--- config.mk ---
export PLATFORM = sky130hd
export DESIGN_NAME = pix_packer
export DESIGN_NICKNAME = d
export VERILOG_FILES = /design/src/rtl/pix_pack_pkg.sv /design/src/rtl/pix_format_conv.sv /design/src/rtl/pix_pack_ctrl.sv /design/src/rtl/pix_pack_dp.sv /design/src/rtl/pix_packer.sv
export SDC_FILE = /design/constraint.sdc
export NUM_CORES = 1
export LEC_CHECK = 0
export CORE_MARGIN = 1.5
export CORE_UTILIZATION = 51
export DETAILED_ROUTE_END_ITERATION = 16
export PLACE_DENSITY = 0.78
export SLEW_MARGIN = 5
export SYNTH_ARGS = -nofsm -noshare
export SYNTH_HDL_FRONTEND = slang
export SYNTH_HIERARCHICAL = 1
export SYNTH_SLANG_ARGS = --single-unit
--- constraint.sdc ---
create_clock -name clk -period 3.1 [get_ports clk]
set_input_delay 0.62 -clock clk [delete_from_list [all_inputs] [get_ports clk]]
set_output_delay 0.62 -clock clk [all_outputs]
set_load 0.01 [all_outputs]
--- src/rtl/pix_pack_pkg.sv ---
package pix_pack_pkg;
  localparam int WORD_BYTES = 4;
  localparam int LANE_W     = 8;
  localparam int WORD_W     = WORD_BYTES * LANE_W;
  localparam int HOLD_W     = WORD_W - LANE_W;        // at most WORD_BYTES-1 leftover bytes
  localparam int CAT_W      = WORD_W + HOLD_W;        // leftover plus one new pixel
  localparam int CNT_W      = $clog2(2 * WORD_BYTES); // byte counts up to 2*WORD_BYTES-1

  // control -> datapath strobes
  typedef struct packed {
    logic take;       // accept the converted pixel into the packer
    logic flushEmit;  // push leftover bytes out as a padded word
    logic pop;        // consumer takes the output word
  } packCmd_t;
endpackage

--- src/rtl/pix_format_conv.sv ---
module pix_format_conv
  import pix_pack_pkg::*;
(
  input  logic [WORD_W-1:0] pixel,
  input  logic [3:0]        fmtCode,
  input  logic              alphaEn,
  input  logic              alphaInv,
  output logic [WORD_W-1:0] pixBytes,
  output logic [CNT_W-1:0]  pixSize,
  output logic              badFmt
);
  logic [7:0] chA, chR, chG, chB, alphaOut;

  assign chA = pixel[31:24];
  assign chR = pixel[23:16];
  assign chG = pixel[15:8];
  assign chB = pixel[7:0];

  always_comb begin
    if (alphaEn) alphaOut = alphaInv ? ~chA : chA;
    else         alphaOut = {8{~alphaInv}};
  end

  always_comb begin
    pixBytes = '0;
    pixSize  = CNT_W'(4);
    badFmt   = 1'b0;
    unique case (fmtCode)
      4'd0:  begin pixBytes = {16'h0, alphaOut[7:4], chB[7:4], chG[7:4], chR[7:4]}; pixSize = CNT_W'(2); end
      4'd1:  begin pixBytes = {16'h0, alphaOut[7:4], chR[7:4], chG[7:4], chB[7:4]}; pixSize = CNT_W'(2); end
      4'd2:  begin pixBytes = {16'h0, chB[7:4], chG[7:4], chR[7:4], alphaOut[7:4]}; pixSize = CNT_W'(2); end
      4'd3:  begin pixBytes = {16'h0, chR[7:4], chG[7:4], chB[7:4], alphaOut[7:4]}; pixSize = CNT_W'(2); end
      4'd6:  begin pixBytes = {16'h0, chB[7:3], chG[7:2], chR[7:3]}; pixSize = CNT_W'(2); end
      4'd7:  begin pixBytes = {16'h0, chR[7:3], chG[7:2], chB[7:3]}; pixSize = CNT_W'(2); end
      4'd8:  begin pixBytes = {8'h0, chB, chG, chR}; pixSize = CNT_W'(3); end
      4'd9:  begin pixBytes = {8'h0, chR, chG, chB}; pixSize = CNT_W'(3); end
      4'd12: pixBytes = {alphaOut, chB, chG, chR};
      4'd13: pixBytes = {alphaOut, chR, chG, chB};
      4'd14: pixBytes = {chB, chG, chR, alphaOut};
      4'd15: pixBytes = {chR, chG, chB, alphaOut};
      default: badFmt = 1'b1;  // zero word, full size
    endcase
  end
endmodule

--- src/rtl/pix_pack_ctrl.sv ---
module pix_pack_ctrl
  import pix_pack_pkg::*;
(
  input  logic             clk,
  input  logic             rstN,
  input  logic             inValid,
  input  logic             inLast,
  input  logic             outReady,
  input  logic             outValid,
  input  logic [CNT_W-1:0] holdCnt,
  output logic             inReady,
  output packCmd_t         cmd
);
  typedef enum logic {ST_RUN, ST_FLUSH} ctrlState_t;
  ctrlState_t state, stateNext;
  logic outFree;

  assign outFree = !outValid || outReady;
  assign inReady = (state == ST_RUN) && outFree;

  always_comb begin
    cmd.take      = inValid && inReady;
    cmd.pop       = outValid && outReady;
    cmd.flushEmit = (state == ST_FLUSH) && (holdCnt != '0) && outFree;
  end

  always_comb begin
    stateNext = state;
    unique case (state)
      ST_RUN:   if (cmd.take && inLast) stateNext = ST_FLUSH;
      ST_FLUSH: if ((holdCnt == '0) || outFree) stateNext = ST_RUN;
      default:  stateNext = ST_RUN;
    endcase
  end

  always_ff @(posedge clk) begin
    if (!rstN) state <= ST_RUN;
    else       state <= stateNext;
  end
endmodule

--- src/rtl/pix_pack_dp.sv ---
module pix_pack_dp
  import pix_pack_pkg::*;
(
  input  logic                  clk,
  input  logic                  rstN,
  input  packCmd_t              cmd,
  input  logic [WORD_W-1:0]     pixBytes,
  input  logic [CNT_W-1:0]      pixSize,
  input  logic [WORD_BYTES-1:0] laneMask,
  output logic [WORD_W-1:0]     outWord,
  output logic [WORD_BYTES-1:0] outStrobe,
  output logic                  outValid,
  output logic [CNT_W-1:0]      holdCnt
);
  logic [HOLD_W-1:0]     holdBuf;
  logic [CAT_W-1:0]      catBuf;
  logic [CNT_W-1:0]      totalCnt;
  logic                  fullWord;
  logic [WORD_BYTES-1:0] fillMask;

  // new pixel bytes land just above the leftover bytes
  assign catBuf   = ({{HOLD_W{1'b0}}, pixBytes} << {holdCnt, 3'b000})
                  | {{WORD_W{1'b0}}, holdBuf};
  assign totalCnt = holdCnt + pixSize;
  assign fullWord = totalCnt >= CNT_W'(WORD_BYTES);

  for (genvar lane = 0; lane < WORD_BYTES; lane++) begin : g_fill
    assign fillMask[lane] = holdCnt > CNT_W'(lane);
  end

  always_ff @(posedge clk) begin
    if (!rstN) begin
      outWord   <= '0;
      outStrobe <= '0;
      outValid  <= 1'b0;
      holdBuf   <= '0;
      holdCnt   <= '0;
    end else if (cmd.take) begin
      if (fullWord) begin
        outWord   <= catBuf[WORD_W-1:0];
        outStrobe <= laneMask;
        outValid  <= 1'b1;
        holdBuf   <= catBuf[CAT_W-1:WORD_W];
        holdCnt   <= totalCnt - CNT_W'(WORD_BYTES);
      end else begin
        holdBuf <= catBuf[HOLD_W-1:0];
        holdCnt <= totalCnt;
        if (cmd.pop) outValid <= 1'b0;
      end
    end else if (cmd.flushEmit) begin
      outWord   <= {{LANE_W{1'b0}}, holdBuf};
      outStrobe <= laneMask & fillMask;
      outValid  <= 1'b1;
      holdBuf   <= '0;
      holdCnt   <= '0;
    end else if (cmd.pop) begin
      outValid <= 1'b0;
    end
  end
endmodule

--- src/rtl/pix_packer.sv ---
module pix_packer
  import pix_pack_pkg::*;
(
  input  logic                  clk,
  input  logic                  rstN,
  input  logic                  inValid,
  output logic                  inReady,
  input  logic [WORD_W-1:0]     inPixel,
  input  logic                  inLast,
  input  logic [3:0]            fmtCode,
  input  logic                  alphaEn,
  input  logic                  alphaInv,
  input  logic [WORD_BYTES-1:0] laneMask,
  output logic                  outValid,
  input  logic                  outReady,
  output logic [WORD_W-1:0]     outWord,
  output logic [WORD_BYTES-1:0] outStrobe,
  output logic                  fmtError
);
  packCmd_t          cmd;
  logic [WORD_W-1:0] pixBytes;
  logic [CNT_W-1:0]  pixSize;
  logic [CNT_W-1:0]  holdCnt;

  pix_format_conv u_conv (
    .pixel(inPixel), .fmtCode(fmtCode), .alphaEn(alphaEn), .alphaInv(alphaInv),
    .pixBytes(pixBytes), .pixSize(pixSize), .badFmt(fmtError)
  );

  pix_pack_ctrl u_ctrl (
    .clk(clk), .rstN(rstN), .inValid(inValid), .inLast(inLast),
    .outReady(outReady), .outValid(outValid), .holdCnt(holdCnt),
    .inReady(inReady), .cmd(cmd)
  );

  pix_pack_dp u_dp (
    .clk(clk), .rstN(rstN), .cmd(cmd), .pixBytes(pixBytes), .pixSize(pixSize),
    .laneMask(laneMask), .outWord(outWord), .outStrobe(outStrobe),
    .outValid(outValid), .holdCnt(holdCnt)
  );
endmodule

==> run_results.csv <==
group,metric,value,unit
timing,slew_viol_final,0,
run_status,violations,"DRC",
global_route,antenna_found_initial,0,
timing,worst_clock_skew,0.00650,ns
final_layout,layout_common_cells,"85 x clkdlybuf4s50_1, 84 x buf_4, 65 x dfxtp_1",
setup_path,worstPathRequired,3.32,ns
floorplanning,num_io_pins,86,
setup_path,critPathKind,"in -> reg",
cts,cts_buffer_depth,2,
setup_path,crit_chain,"clkdlybuf4s50_1, buf_4, nand2_1, o21a_1, inv_1, fa_1, buf_4, xnor2_1, buf_4, nor3_1, o21ai_0, a21oi_1",
drt,dr.pass1.iters,11,
cts,post_cts_buffers,0,
drt,routed_wl,16000,um
synth,synthesis.nets,652,
power_and_ir_drop,leakagePower,0.00236,uW
setup_path,max_stage_delay,0.46,ns
final_layout,multiInputGateArea,3060,um2
cts,cts_tree,"done",
floorplanning,fp-row-count,34,
synth,synth_area,4680,um2
cts,clkTransAtPathRegs,0.07,ns
final_layout,antenna-diode-count,0,
timing,hold_ws,0.458,ns
cts,clock-sinks,65,
power_and_ir_drop,vdd_ir_drop_max,343,uV
timing,setup_violations,0,
setup_path,cp_slowest_cell,"clkdlybuf4s50_1",
synth,ys.flop_type,"dfxtp_1",
cts,worstSkewPairLatency,0.35,ns
flow_run,cap_violations,0,
timing,fin_ws,0.180,ns
timing,hold_viol,0,
setup_path,arrival,3.14,ns
final_layout,area_delta_synth_final,33.7,%
worst_hold_path,min_path_type,"reg -> reg",
drt,drcViolationCount,3,
final_layout,mostFrequentLayoutCell,"clkdlybuf4s50_1",
drt,final_antenna_net_count,0,
global_route,grt_overflow,0,
placement,placed_area,6070,um2
synth,post_synth.cell_area_avg,7.76,um2
drt,vias,5282,
global_route,grt_first_pass_wirelength,25700,um
drt,drtIter0Drc,594,
synth,seq_area_frac_synth,27.8,%
synth,synthTopCellsByArea,"dfxtp_1 28%, mux2i_1 9.6%, nand2_1 4.9%",
timing,fin_crit_sh,94.2,%
setup_path,startpoint_type,"input port",
timing,tightest_slew,0.797,ns
placement,port_buffers,85,
placement,pre_cts_ws,-0.143,ns
timing,max_slew_margin,46.7,%
synth,synth-edff-count,0,
floorplanning,initial_core_util,53.1,%
timing,rsz0062_at_grt,"no",
synth,synth_seq_cells,65,
synth,synth_cells,603,
global_route,grt_max_degree,43,
cts,ctsResizeCount,0,
floorplanning,dieArea,9760,um2
synth,synth_cell_types,56,
timing,min_period,2.92,ns
drt,avgViaCountPerCell,6.26,
final_layout,stdcell_count,844,
cts,cts_root_buffer,"clkbuf_8",
final_layout,nNetsFinal,781,
setup_path,crit_top_cell,"buf_4",
placement,gp_congestion,0.996,
placement,dpl.hpwl,12200,um
run_status,status,"finished, violations left",
final_layout,layout-drive-gt1-share,16.2,%
power_and_ir_drop,power.density,411,nW/um2
setup_path,crit_fanout,7,
final_layout,fin_area,6250,um2
setup_path,cp-end-kind,"flop",
synth,yosysWarnings,6,
floorplanning,core-area,8810,um2
global_route,grtUsageTotal,33.1,%
cts,htree_levels,3,
floorplanning,die_h,98.8,um
timing,timing.fmax,342,MHz
cts,cts_buffers,9,
final_layout,fill_cells,734,
floorplanning,die_w,98.8,um
global_route,grt_pass1_vias,4937,
synth,synth_area_leader_cell,"dfxtp_1",
final_layout,regArea,1300,um2
cts,cts_hold_buf,0,
synth,synth_top_cell_area_share,27.8,%
timing,finalSetupTns,0,ns
placement,dp_cells,829,
synth,async_reset_ff_share,0,%
drt,drt-wirelength-per-cell,19.0,um
state kept, by name, summed over array words and instances, names as in the netlist:
signal          cells
u_dp/outValid       1
u_dp/holdCnt        3
u_dp/outWord       32
u_ctrl/state        1
u_dp/holdBuf       24
u_dp/outStrobe      4
cell type report:
cell class,instances,share of cell area (%)
clock buffers,9,1.98
clock inverters,6,0.960
inverters,9,0.540
multi-input cells,475,48.9
flip-flops and latches,65,20.8
well taps,108,2.16
repair buffers,172,24.6
synthesized netlist by cell type (3+ instances only):
library cell / count
dfxtp_1: 65
nand2_1: 61
mux2i_1: 45
nor2_1: 41
a21oi_1: 40
o21ai_0: 38
nor3_1: 35
a22oi_1: 21
buf_2: 21
clkbuf_1: 21
nor2b_1: 21
a32oi_1: 19
o2bb2ai_1: 17
nand3_1: 16
and3_1: 12
nand2b_1: 10
xnor2_1: 9
a211oi_1: 8
inv_1: 8
mux2_2: 8
nor4_1: 8
o22ai_1: 6
and2_1: 5
buf_4: 5
buf_6: 5
o31ai_1: 5
a221oi_1: 3
a31oi_1: 3
nand4_1: 3
nand4b_1: 3
o211ai_1: 3
o311ai_0: 3
or3_1: 3
xor2_1: 3
final timing paths:
path                startpoint                 to  slack, ns  depth (start not counted)
min reg2reg  u_dp/outStrobe[3]  u_dp/outStrobe[3]       0.46                          2
min          u_dp/outStrobe[3]  u_dp/outStrobe[3]       0.46                          2
max                 fmtCode[1]   u_dp/holdBuf[10]       0.18                         12
max reg2reg    u_dp/holdCnt[1]   u_dp/holdBuf[10]       0.76                          9
per-layer routing:
metal,global-route usage [%],vias to the layer above,part of all wire [%]
li1,-,2490,-
met1,47.0,2467,43
met2,50.5,293,46
met3,8.01,32,9.7
met4,8.68,0,2.0
met5,0,-,0
kinds of logic (layout without fill, tap and decap cells):
group | after synthesis | count (layout) | synth area share, %
AND/OR/NAND/NOR | 229 | 229 | 24.6
multiplexers | 54 | 54 | 11.9
AO/OA/AOI/OAI | 177 | 177 | 25.4
flip-flops | 65 | 65 | 27.8
buffers and inverters | 63 | 196 | 6.82
XOR/XNOR | 13 | 13 | 2.78
adder cells (fa/ha/maj) | 2 | 2 | 0.695
per-stage QoR:
stage / power, uW / utilization, %
after floorplan: 1450 / -
after global placement: 1860 / 68.9
after detailed placement: 1870 / 68.9
after CTS: 2560 / 71.0
after global routing: 2690 / 71.0
final: 2570 / 71.0
worst max-delay path: cells and delay by family:
family / cells / cell delay [ns]
compound gates: 3 / 0.49
xor+xnor: 1 / 0.35
fa+ha+maj: 1 / 0.45
buf+inv: 5 / 1.09
simple gates: 2 / 0.13
where the power goes:
group          internal, uW  total [uW]  switching, uW
logic                   436         944            509
registers               900         935           35.6
clock network           362         692            330
Power figures use the tool's default switching activity.
